<file path="src/rtl/dr_pkg.sv">
package dr_pkg;
  typedef struct packed {
    logic captureEn;
    logic errSet;
  } ctlStrobes_t;
endpackage

</file>
<file path="src/rtl/dr_datapath.sv">
module dr_datapath
  import dr_pkg::*;
#(
  parameter int WIDTH       = 8,
  parameter int SYNC_STAGES = 2
) (
  input  logic              clk,
  input  logic              rstN,
  input  logic [WIDTH-1:0]  railT,
  input  logic [WIDTH-1:0]  railF,
  input  ctlStrobes_t       strobes,
  output logic              allValid,
  output logic              allZero,
  output logic              anyIllegal,
  output logic [WIDTH-1:0]  dataOut,
  output logic              codeErr
);
  localparam int LAST = SYNC_STAGES - 1;

  logic [WIDTH-1:0] tPipe [SYNC_STAGES];
  logic [WIDTH-1:0] fPipe [SYNC_STAGES];
  logic [WIDTH-1:0] tSync, fSync;
  logic [WIDTH-1:0] bitValid, bitIllegal, bitActive;
  logic [WIDTH-1:0] dataQ;
  logic             errQ;

  // synchronizer chain, one register per stage
  for (genvar s = 0; s < SYNC_STAGES; s++) begin : g_sync
    if (s == 0) begin : g_first
      always_ff @(posedge clk) begin
        if (!rstN) begin
          tPipe[s] <= '0;
          fPipe[s] <= '0;
        end else begin
          tPipe[s] <= railT;
          fPipe[s] <= railF;
        end
      end
    end else begin : g_next
      always_ff @(posedge clk) begin
        if (!rstN) begin
          tPipe[s] <= '0;
          fPipe[s] <= '0;
        end else begin
          tPipe[s] <= tPipe[s-1];
          fPipe[s] <= fPipe[s-1];
        end
      end
    end
  end

  assign tSync = tPipe[LAST];
  assign fSync = fPipe[LAST];

  // per-bit code classification
  for (genvar i = 0; i < WIDTH; i++) begin : g_bit
    assign bitValid[i]   = tSync[i] ^ fSync[i];
    assign bitIllegal[i] = tSync[i] & fSync[i];
    assign bitActive[i]  = tSync[i] | fSync[i];
  end

  assign allValid   = &bitValid;
  assign allZero    = ~|bitActive;
  assign anyIllegal = |bitIllegal;

  always_ff @(posedge clk) begin
    if (!rstN) begin
      dataQ <= '0;
    end else if (strobes.captureEn) begin
      dataQ <= tSync;
    end
  end

  always_ff @(posedge clk) begin
    if (!rstN) begin
      errQ <= 1'b0;
    end else if (strobes.errSet) begin
      errQ <= 1'b1;
    end
  end

  assign dataOut = dataQ;
  assign codeErr = errQ;
endmodule

</file>
<file path="src/rtl/dr_control.sv">
module dr_control
  import dr_pkg::*;
(
  input  logic        clk,
  input  logic        rstN,
  input  logic        allValid,
  input  logic        allZero,
  input  logic        anyIllegal,
  output ctlStrobes_t strobes,
  output logic        ack,
  output logic        outValid
);
  logic mergeQ, pulseQ;
  logic setMerge, clrMerge, mergeNext;

  // hysteretic merge: set on all-valid, clear on all-zero, else hold
  assign setMerge = allValid & ~mergeQ;
  assign clrMerge = allZero & mergeQ;

  always_comb begin
    mergeNext = mergeQ;
    if (setMerge) begin
      mergeNext = 1'b1;
    end else if (clrMerge) begin
      mergeNext = 1'b0;
    end
  end

  always_ff @(posedge clk) begin
    if (!rstN) begin
      mergeQ <= 1'b0;
      pulseQ <= 1'b0;
    end else begin
      mergeQ <= mergeNext;
      pulseQ <= setMerge;
    end
  end

  assign strobes.captureEn = setMerge;
  assign strobes.errSet    = anyIllegal;
  assign ack               = mergeQ;
  assign outValid          = pulseQ;
endmodule

</file>
<file path="src/rtl/dr_rx.sv">
module dr_rx
  import dr_pkg::*;
#(
  parameter int WIDTH       = 8,
  parameter int SYNC_STAGES = 2
) (
  input  logic             clk,
  input  logic             rstN,
  input  logic [WIDTH-1:0] railT,
  input  logic [WIDTH-1:0] railF,
  output logic             ack,
  output logic [WIDTH-1:0] dataOut,
  output logic             outValid,
  output logic             codeErr
);
  ctlStrobes_t strobes;
  logic allValid, allZero, anyIllegal;

  dr_datapath #(.WIDTH(WIDTH), .SYNC_STAGES(SYNC_STAGES)) u_dp (
    .clk(clk), .rstN(rstN), .railT(railT), .railF(railF),
    .strobes(strobes), .allValid(allValid), .allZero(allZero),
    .anyIllegal(anyIllegal), .dataOut(dataOut), .codeErr(codeErr)
  );

  dr_control u_ctl (
    .clk(clk), .rstN(rstN), .allValid(allValid), .allZero(allZero),
    .anyIllegal(anyIllegal), .strobes(strobes), .ack(ack),
    .outValid(outValid)
  );
endmodule

</file>
<file path="config.mk">
export PLATFORM = sky130hd
export DESIGN_NAME = dr_rx
export DESIGN_NICKNAME = d
export VERILOG_FILES = /design/src/rtl/dr_pkg.sv /design/src/rtl/dr_datapath.sv /design/src/rtl/dr_control.sv /design/src/rtl/dr_rx.sv
export SDC_FILE = /design/constraint.sdc
export NUM_CORES = 1
export LEC_CHECK = 0
export ABC_AREA = 1
export BUFFER_PORTS_ARGS = -buffer_cell sky130_fd_sc_hd__buf_4
export CORE_ASPECT_RATIO = 1.1
export CORE_MARGIN = 2
export CORE_UTILIZATION = 45
export CTS_CLUSTER_DIAMETER = 40
export DETAILED_ROUTE_END_ITERATION = 7
export GPL_TIMING_DRIVEN = 0
export PLACE_DENSITY_LB_ADDON = 0.12
export REMOVE_ABC_BUFFERS = 1
export SYNTH_ARGS = -nofsm -noshare
export SYNTH_HDL_FRONTEND = slang
export SYNTH_SLANG_ARGS = --single-unit
</file>
<file path="constraint.sdc">
create_clock -name clk -period 1.4 [get_ports clk]
set_input_delay 0.07 -clock clk [delete_from_list [all_inputs] [get_ports clk]]
set_output_delay 0.07 -clock clk [all_outputs]
set_load 0.01 [all_outputs]
</file>
After elaboration in Yosys (flattened, before gate mapping)
Memories as Yosys holds them, arrays and structs flattened.
Cells that the tools add are included.
{ "word_totals": {"reg_bits": 11, "mem_bits_rw": 32, "input_bits": 18, "out_inout_bits": 11, "n_memories": 2} }
{ "op_classes": {"mux": 8, "n_bitwise": 31, "n_reduce_logical": 5} }
{ "mem_list": {"columns": ["memory", "words", "word_bits", "rd", "rd_ports_with_merged_regs", "wr", "line", "rtl"], "rows": [
  ["u_dp.fPipe", 2, 8, 2, 0, 2, "dr_datapath.sv:21", "logic [WIDTH-1:0] fPipe [SYNC_STAGES];"],
  ["u_dp.tPipe", 2, 8, 2, 0, 2, "dr_datapath.sv:20", "logic [WIDTH-1:0] tPipe [SYNC_STAGES];"]
]} }
{ "op_table": {"columns": ["operator", "n"], "rows": [
  ["$mux W8", 4],
  ["$reduce_or A8 Y1", 2],
  ["$or A1 B1 Y1", 12],
  ["$and A1 B1 Y1", 10],
  ["$reduce_and A8 Y1", 1],
  ["$xor A1 B1 Y1", 8],
  ["$mux W1", 4],
  ["$reduce_bool A2 Y1", 1],
  ["$logic_not A1 Y1", 1],
  ["$not A1 Y1", 1]
]} }

Logic depth before layout (Yosys ltp)
{ "depth": {"word_depth": 6, "ltp_mapped": 8, "ltp_nobuf": 8} }

Hierarchy
A second synthesis with hierarchy kept.
{ "hier_totals": {"hier_cells": 216, "area_unflattened_um2": 1684.1} }
{ "modules_own_cells": {"columns": ["mod", "n_inst", "cells_per_inst", "area_per_inst_um2", "seq_area_each_um2"], "rows": [
  ["dr_datapath", 1, 204, 1591.5, 820.8],
  ["dr_control", 1, 12, 92.6, 40.0]
]} }

Worst setup path before layout
OpenSTA, ideal clock, no wires.
{ "synth_path": {"kind": "reg2reg", "from": "mem u_dp.tPipe[1][0]", "to": "reg u_dp.dataQ[1] (netlist: u_dp.dataOut[1])", "arrival_ns": 1.198, "required_ns": 1.287, "slack_ns": 0.089, "stages_incl_launch_ff": 9, "path_cell_list": "dfxtp_1 -> inv_1 -> ha_1 -> nand2_1 -> nor2_2 -> nand3_4 -> buf_6 -> nor2_1 -> nor2_1"} }
{ "synth_lines": {"columns": ["item", "line", "rtl"], "rows": [
  ["start: declaration", "dr_datapath.sv:20", null],
  ["end signal: assignment", "dr_datapath.sv:70", "dataQ <= tSync;"],
  ["end: declaration", "dr_datapath.sv:24", "logic [WIDTH-1:0] dataQ;"]
]} }

==> flow_summary_export.csv <==
group,metric,value,unit
power,power.total,0.002499,W
power,worst_case_vdd_ir_drop,0.7786,mV
setup_path,critical_path_sink_type,"flip-flop",
power,seqPwrFrac,51.7,%
sta,tcrit_tclk_final,101.2,%
detailed_routing,drt_pre_antenna_iters,4,
cts,clock_tree.htree_level_count,2,
cts,tritoncts_num_sinks,43,
placed_design,dpl.hpwl,1.498,mm
logic_synthesis,synth-warning-count,0,
sta,period_needed,1416,ps
power,power.leakage,1.363,nW
setup_path,critical_path.startpoint_type,"flip-flop",
setup_path,r2r.worst_path.cells,8,
cts,clock_path_buffers,2,
finish,n_antenna_cell,0,
min_path,hold_start,"rstN",
detailed_routing,route.final.wire_length,2.958,mm
logic_synthesis,synthesis.area_per_instance,8.016,sq um
cts,clkTransAtPathRegs,80,ps
global_routing,grt_first_pass_wirelength,4.450,mm
power,netSwitchingPower,0.0005269,W
setup_path,worst_r2r_startpoint,"u_dp.tPipe[1][0]$_SDFF_PN0_",
status,status,"finished with violations",
sta,fin_ws,-16.38,ps
sta,final.hold.worst_slack,186.1,ps
finish,final_cell_area,2431,sq um
logic_synthesis,synth_top_cell_by_area,"sky130_fd_sc_hd__dfxtp_1",
global_routing,via_count_of_the_first_global_routing_pass,1072,
logic_synthesis,synth.area.top_cells,"sky130_fd_sc_hd__dfxtp_1 51%, sky130_fd_sc_hd__inv_1 13%, sky130_fd_sc_hd__nand2_1 12%",
sta,max_slew_violations,0,
cts,tritoncts.num_buffers,5,
finish,seqCellArea,879.6,sq um
cts,cts_tree,"done",
setup_path,timing.critical_path.arrival,1610,ps
finish,final_core_util,67.58,%
logic_synthesis,synth.top_cell.area_share,51.38,%
placed_design,placement.setup.worst_slack,-56.06,ps
detailed_routing,avgViaCountPerCell,4.041,
logic_synthesis,yosys_register_bits,43,
job,max_cap_violations,0,
sta,max_slew_margin,73.10,%
floorplan,initial_core_util,46.57,%
floorplan,pin_count,29,
floorplan,die-area,4228,sq um
global_routing,pin_count_of_the_biggest_net_entering_global_routing,43,
power,cellInternalPower,0.001972,W
floorplan,core.rowCount,23,
power,share_clk_of_total_power,39.4,%
finish,post_route_cells_drive_above_1_share,33.08,%
finish,area_growth,45.11,%
cts,root_buffer,"sky130_fd_sc_hd__clkbuf_8",
power,switching_share,21.08,%
detailed_routing,vias,1277,
sta,timing_hold_violations_final,0,
sta,max_freq,706.0,MHz
global_routing,globalRoute.totalOverflow,0,
min_path,timing.hold.worst.class,"in2reg",
setup_path,critical_path_peak_fanout,4,
logic_synthesis,synth_cells,209,
finish,nNetsFinal,299,
sta,timing.clock.skew,2.540,ps
finish,layout.filler_cells,281,
sta,rsz0062_at_grt,"yes",
cts,worst_skew_pair_latency,290,ps
finish,layout.cells.most_common_list,"50 x sky130_fd_sc_hd__inv_1, 50 x sky130_fd_sc_hd__nand2_1, 35 x sky130_fd_sc_hd__buf_4",
floorplan,chipHeight,68.00,um
logic_synthesis,syn-cell-area,1675,sq um
power,pwr_density_cell,1028,nW/um^2
min_path,min_delay_path_depth,3,
logic_synthesis,yosysSeqAreaShare,51.38,%
floorplan,coreArea,3597,sq um
global_routing,track_usage,13.66,%
placed_design,gpl.final_weighted_congestion,0.6811,
status,violated_checks,"negative setup slack",
placed_design,port_buffers,28,
global_routing,initial_antenna_violation_count,0,
setup_path,setup.reg_to_reg.worst_slack,-20,ps
setup_path,critPathKind,"reg2reg",
min_path,whs_endpoint,"u_dp.tPipe[1][0]$_SDFF_PN0_",
finish,multi_input_comb_area,715.7,sq um
floorplan,fp.dieW,62.18,um
sta,setup_viol_count_final,3,
sta,worst-slew-pin-transition,403.4,ps
logic_synthesis,synthDistinctLibCells,14,
placed_design,placed_cell_area,1913,sq um
power,power.share.combinational,9.0,%
detailed_routing,wl_per_cell,9.361,um
detailed_routing,drt_iter0_drc,40,
detailed_routing,drtAntennaViolNets,0,
setup_path,timing.critical_path.required,1590,ps
setup_path,regToRegEndpoint,"u_dp.dataOut[4]$_SDFFE_PN0P_",
detailed_routing,detail_route.drc_violations,0,
-- synthesized netlist by cell type, drive strengths merged --
| library cell | count |
|---|---|
| buf | 5 |
| clkbuf | 1 |
| dfxtp | 43 |
| ha | 16 |
| inv | 59 |
| nand2 | 54 |
| nand3 | 1 |
| nand4 | 2 |
| nor2 | 25 |
| nor3 | 1 |
| o21ai | 1 |
| o21bai | 1 |
-- timing repair --
| action | in CTS | in global routing |
|---|---|---|
| endpoints found under the setup margin | 8 | 8 |
| setup buffers | 0 | 8 |
| gates cloned | 1 | 2 |
| gates resized for setup | 4 | 39 |
| hold endpoints to repair | 16 | 0 |
| hold buffers | 16 | 0 |
| pin swaps | 0 | 16 |
-- registers in the layout, summed over array words and instances (netlist names) --
register        count
u_ctl.ack           1
u_ctl.outValid      1
u_dp.codeErr        1
u_dp.dataOut        8
u_dp.fPipe         16
u_dp.tPipe         16
-- critical path, cell delays in order, from the launching register on --
cell                      delay [ps]
sky130_fd_sc_hd__dfxtp_2         360
sky130_fd_sc_hd__inv_2            50
sky130_fd_sc_hd__ha_4            270
sky130_fd_sc_hd__nand2_4          50
sky130_fd_sc_hd__nor2_4          200
sky130_fd_sc_hd__buf_4           160
sky130_fd_sc_hd__nand3_4          90
sky130_fd_sc_hd__nor2_1           90
sky130_fd_sc_hd__nor2_1           50
-- metrics by stage --
stage	setup TNS, ps	cells
global placement	-194.0	281
global route	-518.5	316
finish	-34.66	316
detailed placement	-175.9	281
floorplan	0	203
CTS	-19.69	306
-- layout make-up --
class                      instances  area share, %
clock buffer                       6          3.397
clock inverter                     2          1.441
inverter                          59          9.110
multi-input combinational        104          29.44
sequential                        43          36.18
tap                               50          2.573
timing repair buffer              52          17.86
-- worst max-delay path by stage --
| stage | start | endpoint | slack [ps] |
|---|---|---|---|
| after detailed placement | u_dp.tPipe[1][0]$_SDFF_PN0_ | u_dp.dataOut[3]$_SDFFE_PN0P_ | -60 |
| after global placement | u_dp.tPipe[1][0]$_SDFF_PN0_ | u_dp.dataOut[3]$_SDFFE_PN0P_ | -60 |
| final | u_dp.tPipe[1][0]$_SDFF_PN0_ | u_dp.dataOut[4]$_SDFFE_PN0P_ | -20 |
| after floorplan | u_dp.tPipe[1][0]$_SDFF_PN0_ | u_dp.dataOut[1]$_SDFFE_PN0P_ | 150 |
| after global routing | u_dp.tPipe[1][0]$_SDFF_PN0_ | u_dp.dataOut[1]$_SDFFE_PN0P_ | -80 |
| after CTS | u_dp.tPipe[1][2]$_SDFF_PN0_ | u_dp.dataOut[3]$_SDFFE_PN0P_ | -20 |
-- metal layers --
layer,global-route usage [%],part of all wire (%),up-vias
met5,0,0,-
met4,5.833,0.85,0
met1,14.86,43,548
met3,5.263,3.9,4
met2,24.32,52,25
li1,-,-,700
-- kinds of logic (layout without fill, tap and decap cells) --
kind of cell | count (synthesis) | count (layout) | synth area share (%)
buffers and inverters | 65 | 119 | 15.31
DFF | 43 | 43 | 51.38
adders and majority gates | 16 | 16 | 11.95
and+or+nand+nor | 83 | 86 | 20.39
AOI/OAI and AO/OA | 2 | 2 | 0.9711
-- power by group through the flow --
stage | Sequential (W) | Clock (W) | Combinational [W]
after detailed placement | 0.00132 | 0 | 0.000134
after global routing | 0.00130 | 0.00107 | 0.000255
final | 0.00129 | 0.000984 | 0.000225
after floorplan | 0.00131 | 0 | 0.0000662
after CTS | 0.00129 | 0.00101 | 0.000176
after global placement | 0.00131 | 0 | 0.000133
No activity file was read; power rests on OpenSTA's default activity.
